## src/rtl/flash_irq_pkg.sv

```systemverilog
package flash_irq_pkg;
  localparam int unsigned CMD_W  = 16;
  localparam int unsigned DATA_W = 16;
  localparam int unsigned NFLAG  = 3;

  // Bit positions of the flags in the status word (index 0 = read, 1 = program, 2 = erase)
  localparam int unsigned POS_RD = 7;
  localparam int unsigned POS_PG = 6;
  localparam int unsigned POS_ER = 5;

  typedef enum logic [1:0] {
    OPC_NONE  = 2'd0,
    OPC_READ  = 2'd1,
    OPC_PROG  = 2'd2,
    OPC_ERASE = 2'd3
  } op_class_t;

  localparam logic [CMD_W-1:0] CODE_RD_A = 16'h0000;
  localparam logic [CMD_W-1:0] CODE_RD_B = 16'h0003;
  localparam logic [CMD_W-1:0] CODE_RD_C = 16'h0005;
  localparam logic [CMD_W-1:0] CODE_PG_A = 16'h0080;
  localparam logic [CMD_W-1:0] CODE_PG_B = 16'h007F;
  localparam logic [CMD_W-1:0] CODE_ER_A = 16'h0094;
  localparam logic [CMD_W-1:0] CODE_ER_B = 16'h0030;
endpackage

```

## src/rtl/op_cmd_decoder.sv

```systemverilog
module op_cmd_decoder
  import flash_irq_pkg::*;
(
  input  logic [CMD_W-1:0] code_i,
  output op_class_t        cls_o
);
  always_comb begin
    unique case (code_i)
      CODE_RD_A, CODE_RD_B, CODE_RD_C: cls_o = OPC_READ;
      CODE_PG_A, CODE_PG_B:            cls_o = OPC_PROG;
      CODE_ER_A, CODE_ER_B:            cls_o = OPC_ERASE;
      default:                         cls_o = OPC_NONE;
    endcase
  end
endmodule

```

## src/rtl/irq_flag_cell.sv

```systemverilog
module irq_flag_cell #(
  parameter bit COLD_VAL = 1'b0
) (
  input  logic clk,
  input  logic cold_rst,
  input  logic warm_rst,
  input  logic set_i,
  input  logic clr_i,
  output logic nxt_o,
  output logic flag_o
);
  // Reset first, then set, then clear: a completion is never lost to a clear
  always_comb begin
    if (cold_rst)      nxt_o = COLD_VAL;
    else if (warm_rst) nxt_o = 1'b0;
    else if (set_i)    nxt_o = 1'b1;
    else if (clr_i)    nxt_o = 1'b0;
    else               nxt_o = flag_o;
  end

  always_ff @(posedge clk) flag_o <= nxt_o;
endmodule

```

## src/rtl/flash_irq_status.sv

```systemverilog
module flash_irq_status
  import flash_irq_pkg::*;
(
  input  logic              clk,
  input  logic              cold_rst,
  input  logic              warm_rst,
  input  logic              host_we,
  input  logic [DATA_W-1:0] host_wdata,
  input  logic              cmd_we,
  input  logic [CMD_W-1:0]  cmd_code,
  input  logic              op_done,
  input  logic              auto_clr,
  output logic [DATA_W-1:0] status_o,
  output logic              irq_o
);
  localparam int unsigned POS [NFLAG] = '{POS_RD, POS_PG, POS_ER};
  localparam op_class_t   CLS [NFLAG] = '{OPC_READ, OPC_PROG, OPC_ERASE};
  localparam bit          CV  [NFLAG] = '{1'b1, 1'b0, 1'b0};

  op_class_t        dec_cls;
  op_class_t        cls_q;
  logic [NFLAG-1:0] flag_q;
  logic [NFLAG-1:0] flag_d;
  logic             auto_hit;

  op_cmd_decoder u_dec (
    .code_i (cmd_code),
    .cls_o  (dec_cls)
  );

  // The class of the command now running; op_done refers to this stored value
  always_ff @(posedge clk) begin
    if (cold_rst || warm_rst) cls_q <= OPC_NONE;
    else if (cmd_we)          cls_q <= dec_cls;
  end

  assign auto_hit = cmd_we && auto_clr;

  for (genvar i = 0; i < NFLAG; i++) begin : g_flag
    logic set_w, clr_w;
    assign set_w = op_done && (cls_q == CLS[i]);
    assign clr_w = (host_we && !host_wdata[POS[i]]) || auto_hit;
    irq_flag_cell #(.COLD_VAL(CV[i])) u_cell (
      .clk      (clk),
      .cold_rst (cold_rst),
      .warm_rst (warm_rst),
      .set_i    (set_w),
      .clr_i    (clr_w),
      .nxt_o    (flag_d[i]),
      .flag_o   (flag_q[i])
    );
  end

  always_comb begin
    status_o = '0;
    for (int i = 0; i < NFLAG; i++) status_o[POS[i]] = flag_q[i];
  end

  always_ff @(posedge clk) irq_o <= |flag_d;
endmodule

```

## config.mk

```make
export PLATFORM = sky130hd
export DESIGN_NAME = flash_irq_status
export DESIGN_NICKNAME = d
export VERILOG_FILES = /design/src/rtl/flash_irq_pkg.sv /design/src/rtl/op_cmd_decoder.sv /design/src/rtl/irq_flag_cell.sv /design/src/rtl/flash_irq_status.sv
export SDC_FILE = /design/constraint.sdc
export NUM_CORES = 1
export LEC_CHECK = 0
export BUFFER_PORTS_ARGS = -buffer_cell sky130_fd_sc_hd__buf_2
export CAP_MARGIN = 20
export CORE_MARGIN = 1.5
export CORE_UTILIZATION = 30
export CTS_BUF_LIST = sky130_fd_sc_hd__clkbuf_4 sky130_fd_sc_hd__clkbuf_8
export CTS_CLUSTER_SIZE = 25
export DETAILED_ROUTE_END_ITERATION = 12
export PLACE_DENSITY = 0.79
export RECOVER_POWER = 25
export SLEW_MARGIN = 5
export SYNTH_ARGS = -nofsm -noshare
export SYNTH_HDL_FRONTEND = slang
export SYNTH_SLANG_ARGS = --single-unit
```

## constraint.sdc

```tcl
create_clock -name clk -period 1.3 [get_ports clk]
set_input_delay 0.325 -clock clk [delete_from_list [all_inputs] [get_ports clk]]
set_output_delay 0.325 -clock clk [all_outputs]
set_load 0.01 [all_outputs]
```

# ---- Word-level counts from Yosys, hierarchy flattened
# Index checks and enable logic that the tools add are counted.
dict set report op_classes {
  n_eq_ne 9
  reduce_logical 19
  mux 13
}
# operator n
set ops {}
lappend ops {{16-bit by 8-bit == test with 1-bit output, second input constant} 2}
lappend ops {{16-bit by 2-bit == test with 1-bit output, second input constant} 1}
lappend ops {{16-bit by 3-bit == test with 1-bit output, second input constant} 1}
lappend ops {{16-bit by 6-bit == test with 1-bit output, second input constant} 1}
lappend ops {{16-bit by 7-bit == test with 1-bit output, second input constant} 1}
lappend ops {{16-bit zero test} 1}
lappend ops {{1-bit 2-to-1 mux} 12}
lappend ops {{1-bit logical AND} 7}
lappend ops {{2-bit case mux with 3 select lines} 1}
lappend ops {{3-bit OR reduction} 2}
lappend ops {{2-bit == test, second input constant} 2}
lappend ops {{1-bit logical OR} 4}
lappend ops {{2-bit OR reduction} 2}
lappend ops {{1-bit zero test} 3}
lappend ops {{2-bit by 1-bit == test with 1-bit output, second input constant} 1}
dict set report word_totals {
  register_bits 6
  inputBits 39
}

# ---- Logic depth before layout (Yosys ltp)
# Gate-level depths: netlist of the first run.
dict set report logic_depth {
  word_depth 8
  depth_mapped 4
  ltp_nobuf 4
}

# ---- Hierarchy
# From an unflattened synthesis of the first run, not the netlist that was laid out.
dict set report unflattened {
  hier_cells 68
  hier_area_um2 556.8
}
# module cells_per_inst instances area_per_inst_um2
set by_module_without_submodules {}
lappend by_module_without_submodules {flash_irq_status 32 1 241.5}
lappend by_module_without_submodules {op_cmd_decoder 24 1 185.2}
lappend by_module_without_submodules {{irq_flag_cell at g_flag[1].u_cell ...} 4 2 45.0}
lappend by_module_without_submodules {{irq_flag_cell at g_flag[0].u_cell} 4 1 40.0}

# ---- Worst setup path before layout of the first run
# OpenSTA, ideal clock, no wires.
dict set report synth_timing {
  path_type {in2reg}
  startpoint {input port cmd_code[3]}
  endpoint {register cls_q[1]}
  n_path_buf 0
  setup_slack_ns -0.002
  arrival_time_ns 1.234
  cell_stages 4
  path_cell_list {or4_4 a211oi_2 a211oi_1 o21ai_1}
}
dict set report synth_via {
  elab_chain_len 3
  word_cells_on_any_way 11
  classes_between {eq/ne: 6; mux: 1; reduce/logical: 4}
}
# item line
set synth_lines {}
lappend synth_lines {{start, declared} flash_irq_status.sv:10} ;# input logic [CMD_W-1:0] cmd_code,
lappend synth_lines {{16-bit by 2-bit == test with 1-bit output, or another cell as far along} op_cmd_decoder.sv:8} ;# unique case (code_i)
lappend synth_lines {{3-bit OR reduction / 2-bit OR reduction (equally long branches)} op_cmd_decoder.sv:8}
lappend synth_lines {{2-bit case mux with 3 select lines (*)} op_cmd_decoder.sv:8}
lappend synth_lines {{end signal, assigned} flash_irq_status.sv:34} ;# else if (cmd_we) cls_q <= dec_cls;
lappend synth_lines {{end, declared} flash_irq_status.sv:21} ;# op_class_t cls_q;
# Mark *: on every way between the ends. The rest lies on a longest branch, timed or not.
# A chain may end at the register's enable or synchronous reset.

# ---- Final worst setup path of the first run
# Ends and elaborated chain as after synthesis.

==> impl_metrics.py, run 1 <==
metrics = {
    "run_status": {
        "outcome": "finished, final reports clean",
    },
    "yosys": {
        "yosysWarnings": 0,
        "netlist_area_um2": 502,
        "syn_avg_cell_area_um2": 7.96,
        "synth_top_cell_by_area": "dfxtp_1",
        "synth.area.top_cells": "dfxtp_1 24%, buf_4 24%, nand2b_1 5.0%",
        "yosysTopAreaCellShare_pct": 23.9,
        "netlist_instances": 63,
        "synth.top_cells.by_count": "16 x buf_4, 6 x dfxtp_1, 5 x nor3_1",
        "seq_area_frac_synth_pct": 23.9,
        "ys.flop_type": "dfxtp_1",
        "synth_edf_count": 0,
        "async_reset_ff_share_pct": 0,
        "ys_ff_latch": 6,
        "synth.most_common_cell": "buf_4",
        "yosysUniqueCellTypes": 25,
    },
    "power": {
        "p_per_area_nw_per_um2": 710,
        "vdd_ir_drop_max_uv": 283,
        "leakage_nw": 0.326,
    },
    "cts": {
        "cts_max_level": 1,
        "cts_buffer_depth": 2,
        "post-cts-setup-buffers": 0,
        "cts_hold_buf": 0,
        "path_clk_slew_ps": 50,
        "clock_latency_ps": 240,
        "clock-root-buffer": "clkbuf_4",
        "cts_sinks": 6,
        "cts_tree": "done",
        "numCtsBuffers": 3,
    },
    "min_path": {
        "hold_path.class": "in2reg",
    },
    "timing": {
        "setup_viol": 0,
        "hold_viol": 0,
        "finalClockSkew_ps": 7.16,
        "max_freq_mhz": 804,
        "fin_tns_setup_ps": 0,
        "slew_viol_final": 0,
        "finalCritPeriodShare_pct": 95.7,
        "grt_setup_unrepaired": "false",
        "min_period_ps": 1240,
        "whs_ps": 325,
    },
    "critical_path": {
        "required_ps": 1460,
        "crit_buf_inv": 1,
        "end_kind": "flip-flop",
        "cpPeakStageDelay_ps": 560,
        "slowest_stage": "or4_4",
        "worst_setup_path_start_kind": "primary input",
        "crit_type": "in2reg",
        "crit_family": "simple AND/OR/NAND/NOR gates",
        "cp_max_fo": 2,
        "arrival_ps": 1410,
        "worstPathCellList": "buf_2 > or4_4 > nor4_4 > a211oi_1 > o21ai_1",
    },
    "floorplanning": {
        "fp.dieW_um": 43.9,
        "core_um2": 1540,
        "io_pins": 56,
        "placementRows": 14,
        "die_h_um": 43.9,
        "start_util_pct": 32.5,
        "die_area_um2": 1930,
    },
    "layout": {
        "syn_to_final_growth_pct": 34.9,
        "fin_util_pct": 43.9,
        "nets": 139,
        "finalInstanceArea_um2": 677,
        "drive_above_1_share_pct": 43.9,
        "n_antenna_cell": 0,
    },
    "routing": {
        "routed_wl_mm": 1.07,
        "drtAntennaViolNets": 0,
        "viasPerCell": 4.63,
        "route.vias.total": 528,
        "first_iter_violations": 5,
        "drc_errors": 0,
        "drt_pass1_iterations": 4,
        "wl_per_cell_um": 9.42,
    },
    "grt": {
        "overflow": 0,
        "grt_pass1_wl_mm": 1.54,
        "grt_pass1_vias": 447,
        "track_usage_pct": 10.5,
        "grt_max_degree": 6,
        "antenna_found_initial": 0,
    },
    "place": {
        "dp.final_hpwl_um": 910,
        "gp_congestion": 0.756,
        "io_buffers": 29,
        "placed_cell_area_um2": 644,
    },
    "flow_run": {
        "maxCapViolCount": 0,
    },
}
==> state kept, by name, indices dropped and copies added (netlist names) <==
signal	cells
cls_q	2
g_flag.u_cell.flag_o	3
irq_o	1
==> final cells by class <==
cell class	count	area, um^2
sequential	6	121
tap	16	20.0
fill	174	865
clock buffer	3	22.5
timing repair buffer	36	198
multi-input combinational	52	312
inverter	1	3.75
==> kinds of logic (layout without fill, tap and decap cells) <==
group           after synthesis  in the layout  share of synthesized area (%)
buf+inv                      17             40                           24.7
simple gates                 28             28                           35.2
other cells                   1             13                          0.747
flops                         6              6                           23.9
compound gates               10             10                           13.7
xor+xnor                      1              1                           1.75
==> worst reg2reg max path: stages (launching register included) <==
cell      delay [ps]
dfxtp_2          340
and3b_1          180
a31oi_1          140
o21bai_1         100
or3_1            360
==> placed cells by master, fill, tap and decap left out, types with 2 or more instances in the layout <==
cell type  instances
buf_4              7
o21ai_1            2
clkbuf_4           3
a31oi_1            3
nand2b_1           4
nand3_1            3
nand3b_1           2
buf_2             29
and3b_1            2
a211oi_1           2
nand2_1            4
nor3_1             5
conb_1            13
dfxtp_1            5
==> power by group <==
group	internal, mW	leakage, nW	switching (mW)
logic	0.0596	0.262	0.0645
clock network	0.104	0.0138	0.0618
registers	0.189	0.0496	0.00140
total	0.353	0.326	0.128
==> per-layer routing <==
| layer | part of all wire [%] | wire [um] | GRT usage [%] | vias up |
|---|---|---|---|---|
| li1 | - | - | - | 271 |
| met3 | 11 | 113 | 5.42 | 0 |
| met4 | 0 | 0 | 0 | 0 |
| met5 | 0 | 0 | 0 | - |
| met1 | 37 | 395 | 9.25 | 231 |
| met2 | 53 | 564 | 21.8 | 26 |
==> stage by stage <==
step | power [mW] | instances | setup slack, ps
after CTS | 0.488 | 114 | 55.1
after floorplan | 0.272 | 75 | 3.69
after global placement | 0.312 | 111 | -133
after detailed placement | 0.315 | 111 | -158
final | 0.481 | 114 | 56.0
after global routing | 0.509 | 114 | 10.4
==> final timing paths <==
| check | start | slack [ps] | cells past startpoint | end |
|---|---|---|---|---|
| setup / recovery | cmd_code[3] | 60 | 5 | cls_q[1] |
| setup reg to reg | cls_q[1] | 70 | 4 | irq_o |
| hold reg to reg | cls_q[1] | 460 | 2 | cls_q[1] |
| hold / removal | warm_rst | 320 | 2 | g_flag[1].u_cell.flag_o |
==> repair_timing <==
action / 4_1_cts / 5_1_grt
resized for setup: 0 / 2
endpoints found under the setup margin: 0 / 1
endpoints found under the hold margin: 0 / 0
Power figures use the tool's default switching activity.
==> run 2: changes to the inputs <==
Settings changed: CORE_MARGIN 1.5 to unset.
==> impl_metrics.py, run 2 (same netlist as run 1, synthesis figures left out) <==
metrics = {
    "run_status": {
        "outcome": "finished, final reports clean",
    },
    "timing": {
        "setup_viol": 0,
        "worst_slack_ps": 88.7,
        "hold_viol": 0,
        "grt_setup_unrepaired": "false",
        "slew_viol_final": 0,
        "max_freq_mhz": 826,
        "finalClockSkew_ps": 2.04,
        "finalCritPeriodShare_pct": 93.2,
        "min_period_ps": 1210,
    },
    "power": {
        "pwr-share-clk_pct": 35.8,
        "p_total_uw": 485,
        "p_sw_uw": 132,
        "seqPwrFrac_pct": 39.3,
        "leakage_nw": 0.323,
        "pwr-share-comb_pct": 25.0,
        "p_per_area_nw_per_um2": 726,
        "intPower_uw": 353,
        "swShare_pct": 27.3,
        "vdd_ir_drop_max_uv": 220,
    },
    "cts": {
        "cts_tree": "done",
        "cts_sinks": 6,
        "post-cts-setup-buffers": 0,
        "numCtsBuffers": 3,
        "cts_max_level": 1,
        "cts_hold_buf": 0,
        "path_clk_slew_ps": 40,
        "clock_latency_ps": 250,
        "clock-root-buffer": "clkbuf_4",
        "cts_buffer_depth": 2,
    },
    "layout": {
        "reg.largest.list": "g_flag.u_cell.flag_o: 3 flops, cls_q: 2 flops, irq_o: 1 flops",
        "layout_commonest_cell": "buf_2",
        "regMostFlops": "g_flag.u_cell.flag_o",
        "syn_to_final_growth_pct": 33.2,
        "largest_reg_flops": 3,
        "final_cell_mix": "29 x buf_2, 13 x conb_1, 7 x buf_4, 5 x nor3_1, 5 x dfxtp_1",
        "fin_util_pct": 43.3,
        "n_antenna_cell": 0,
        "drive_above_1_share_pct": 43.9,
        "fill_cells": 179,
        "nets": 139,
    },
    "grt": {
        "track_usage_pct": 12.9,
        "grt_max_degree": 6,
        "antenna_found_initial": 0,
        "grt_pass1_wl_mm": 1.77,
        "grt_pass1_vias": 490,
        "overflow": 0,
    },
    "critical_path": {
        "crit_type": "reg2reg",
        "required_ps": 1430,
        "end_kind": "flip-flop",
        "worst_setup_path_start_kind": "flip-flop",
        "cp_max_fo": 4,
        "arrival_ps": 1340,
    },
    "flow_run": {
        "maxCapViolCount": 0,
    },
    "floorplanning": {
        "start_util_pct": 32.5,
        "core_um2": 1540,
        "die_h_um": 42.9,
        "fp.dieW_um": 42.9,
        "die_area_um2": 1840,
        "placementRows": 14,
        "io_pins": 56,
    },
    "routing": {
        "drtAntennaViolNets": 0,
        "first_iter_violations": 4,
        "route.vias.total": 529,
        "wl_per_cell_um": 9.10,
        "routed_wl_mm": 1.04,
        "drc_errors": 0,
        "viasPerCell": 4.64,
        "drt_pass1_iterations": 2,
    },
    "place": {
        "gp_congestion": 0.783,
        "pre_cts_slack_ps": -164,
        "dp.final_hpwl_um": 921,
        "io_buffers": 29,
    },
    "min_path": {
        "hold_path.class": "in2reg",
    },
}
[run 2: cell count changes in the layout (fill, tap and decap cells not counted)]
cell,before,now
nor4_2,0,1
nor4_4,1,0
[run 2: per-stage QoR]
stage | std cells | hold slack (ps) | setup TNS (ps) | area, um^2
floorplan | 75 | 405 | 0 | 547
global placement | 111 | 458 | -255 | 644
detailed placement | 111 | 465 | -310 | 644
CTS | 114 | 309 | 0 | 667
global route | 114 | 330 | 0 | 668
finish | 114 | 313 | 0 | 668
[run 2: final timing paths]
path,slack [ps],endpoint,cells past startpoint,startpoint
max,90,irq_o,4,cls_q[1]
max reg2reg,90,irq_o,4,cls_q[1]
min reg2reg,460,cls_q[1],2,cls_q[1]
min,310,g_flag[2].u_cell.flag_o,2,cold_rst
[run 2: what timing repair did]
action / 4_1_cts / 5_1_grt
gates resized for setup: 0 / 1
hold endpoints to repair: 0 / 0
endpoints found under the setup margin: 0 / 1
[run 2: per-layer routing]
metal	up-vias	share of wire [%]	routed length [um]	global-route usage, %
li1	273	-	-	-
met3	2	9.6	100	3.83
met2	28	52	539	24.8
met1	226	37	380	11.5
met5	-	0	0	0
met4	0	1.7	18	7.50
[run 2: final cells by class]
cell class | instances | area, um^2 | share of cell area, %
multi-input cells | 52 | 303 | 45.3
inverters | 1 | 3.75 | 0.562
repair buffers | 36 | 198 | 29.6
clock buffers | 3 | 22.5 | 3.37
well taps | 16 | 20.0 | 3.00
flip-flops and latches | 6 | 121 | 18.2
[run 2: worst max-delay path: stages, from the launching register on]
cell	delay, ps
dfxtp_2	330
and3b_1	170
a31oi_1	130
o21bai_1	90
or3_1	360
[run 2: power by group through the flow]
stage	combinational, mW	clock [mW]	sequential, mW
floorplan	0.0765	0	0.195
global placement	0.118	0	0.194
detailed placement	0.121	0	0.194
CTS	0.122	0.180	0.190
global route	0.136	0.189	0.191
finish	0.121	0.174	0.191
==> run 3: changes to the inputs <==
Settings changed: PLACE_DENSITY 0.79 to 0.76, REMOVE_ABC_BUFFERS set to 1.
Clock period 1.3 ns to 1.45 ns, I/O delays scaled along.
==> impl_metrics.py, run 3 (same netlist as run 1, synthesis figures left out) <==
metrics = {
    "timing": {
        "hold_viol": 0,
        "setup_viol": 0,
        "grt_setup_unrepaired": "false",
        "max_freq_mhz": 772,
        "slew_viol_final": 0,
        "worst_slack_ps": 154,
        "finalCritPeriodShare_pct": 89.4,
        "fin_tns_setup_ps": 0,
        "finalClockSkew_ps": 0.387,
        "min_period_ps": 1300,
    },
    "grt": {
        "track_usage_pct": 12.4,
        "grt_max_degree": 6,
        "grt_pass1_vias": 472,
        "overflow": 0,
        "grt_pass1_wl_mm": 1.72,
        "antenna_found_initial": 0,
    },
    "critical_path": {
        "r2r_slack_ps": 200,
        "crit_type": "in2reg",
        "rr_endpoint": "irq_o",
        "worst_setup_path_start_kind": "primary input",
        "cp_max_fo": 2,
        "required_ps": 1620,
        "worstRegToRegCells": 4,
        "end_kind": "flip-flop",
        "r2r_start": "cls_q[1]",
        "arrival_ps": 1470,
    },
    "cts": {
        "clock_latency_ps": 240,
        "clock-root-buffer": "clkbuf_4",
        "post-cts-setup-buffers": 0,
        "cts_hold_buf": 0,
        "path_clk_slew_ps": 40,
        "cts_buffer_depth": 2,
        "numCtsBuffers": 3,
        "cts_sinks": 6,
        "cts-resized-gates": 0,
        "cts_max_level": 1,
        "cts_tree": "done",
    },
    "layout": {
        "syn_to_final_growth_pct": 28.4,
        "layout_commonest_cell": "buf_2",
        "drive_above_1_share_pct": 41.1,
        "final_cell_mix": "29 x buf_2, 13 x conb_1, 6 x dfxtp_1, 5 x nor3_1",
        "regMostFlops": "g_flag.u_cell.flag_o",
        "n_antenna_cell": 0,
        "fill_cells": 178,
        "nets": 136,
        "multiInputGateArea_um2": 303,
        "largest_reg_flops": 3,
        "final-seq-area_um2": 120,
        "reg.largest.list": "g_flag.u_cell.flag_o: 3 flops, cls_q: 2 flops, irq_o: 1 flops",
    },
    "place": {
        "gp_congestion": 0.776,
        "io_buffers": 29,
        "dp.final_hpwl_um": 923,
        "pre_cts_slack_ps": -73.9,
    },
    "power": {
        "p_per_area_nw_per_um2": 653,
        "vdd_ir_drop_max_uv": 246,
        "leakage_nw": 0.308,
    },
    "floorplanning": {
        "io_pins": 56,
        "die_area_um2": 1840,
        "die_h_um": 42.9,
        "start_util_pct": 32.5,
        "placementRows": 14,
        "core_um2": 1540,
        "fp.dieW_um": 42.9,
    },
    "min_path": {
        "min_to": "g_flag[2].u_cell.flag_o",
        "hp-start": "cold_rst",
        "hold_path.class": "in2reg",
        "whs_path_depth": 2,
    },
    "routing": {
        "routed_wl_mm": 1.05,
        "drtAntennaViolNets": 0,
        "first_iter_violations": 3,
        "route.vias.total": 530,
        "drt_pass1_iterations": 2,
        "wl_per_cell_um": 9.44,
        "drc_errors": 0,
        "viasPerCell": 4.77,
    },
    "flow_run": {
        "maxCapViolCount": 0,
    },
    "run_status": {
        "outcome": "finished, final reports clean",
    },
}
-- run 3: changes by cell type in the layout (fill, tap and decap cells not counted), sizes merged --
cell	change
buf	-3
-- run 3: where the power goes --
group / switching (mW) / internal, mW
clock: 0.0539 / 0.0932
sequential: 0.00151 / 0.170
combinational: 0.0543 / 0.0481
-- run 3: through the flow --
step / hold slack (ps) / power (mW) / util, % / cell area [um^2] / std cells
5_1_grt: 369 / 0.452 / 41.8 / 644 / 111
4_1_cts: 355 / 0.432 / 41.8 / 644 / 111
2_1_floorplan: 442 / 0.215 / - / 427 / 59
3_3_place_gp: 461 / 0.273 / 40.3 / 622 / 108
6_report: 366 / 0.421 / 41.8 / 644 / 111
3_5_place_dp: 475 / 0.277 / 40.3 / 622 / 108
-- run 3: cell type report --
| cell class | count | share of cell area, % |
|---|---|---|
| tap | 16 | 3.11 |
| clock buffer | 3 | 3.50 |
| multi-input combinational | 52 | 47.0 |
| sequential | 6 | 18.6 |
| inverter | 1 | 0.583 |
| timing repair buffer | 33 | 27.2 |
-- run 3: routing by layer --
metal  GRT usage, %  vias up  part of all wire (%)
met5              0        -                     0
met4           5.63        0                     0
met3           5.11        0                   8.2
met2           23.9       28                    54
met1           10.9      239                    37
li1               -      263                     -
-- run 3: critical path, stage by stage --
cell and delay (ps):
buf_2 100, or4_4 540, a211oi_2 270, a211oi_1 80, o21ai_1 110
-- run 3: how the worst max path moves through the flow --
stage / from / endpoint / slack, ps / cells after the start
final: cmd_code[3] / cls_q[1] / 150 / 5
after global routing: cmd_code[3] / cls_q[1] / 100 / 5
after CTS: cmd_code[3] / cls_q[1] / 180 / 5
after detailed placement: cmd_code[3] / cls_q[0] / -70 / 5
after global placement: cmd_code[3] / cls_q[1] / -40 / 5
after floorplan: cmd_code[3] / cls_q[1] / 110 / 4
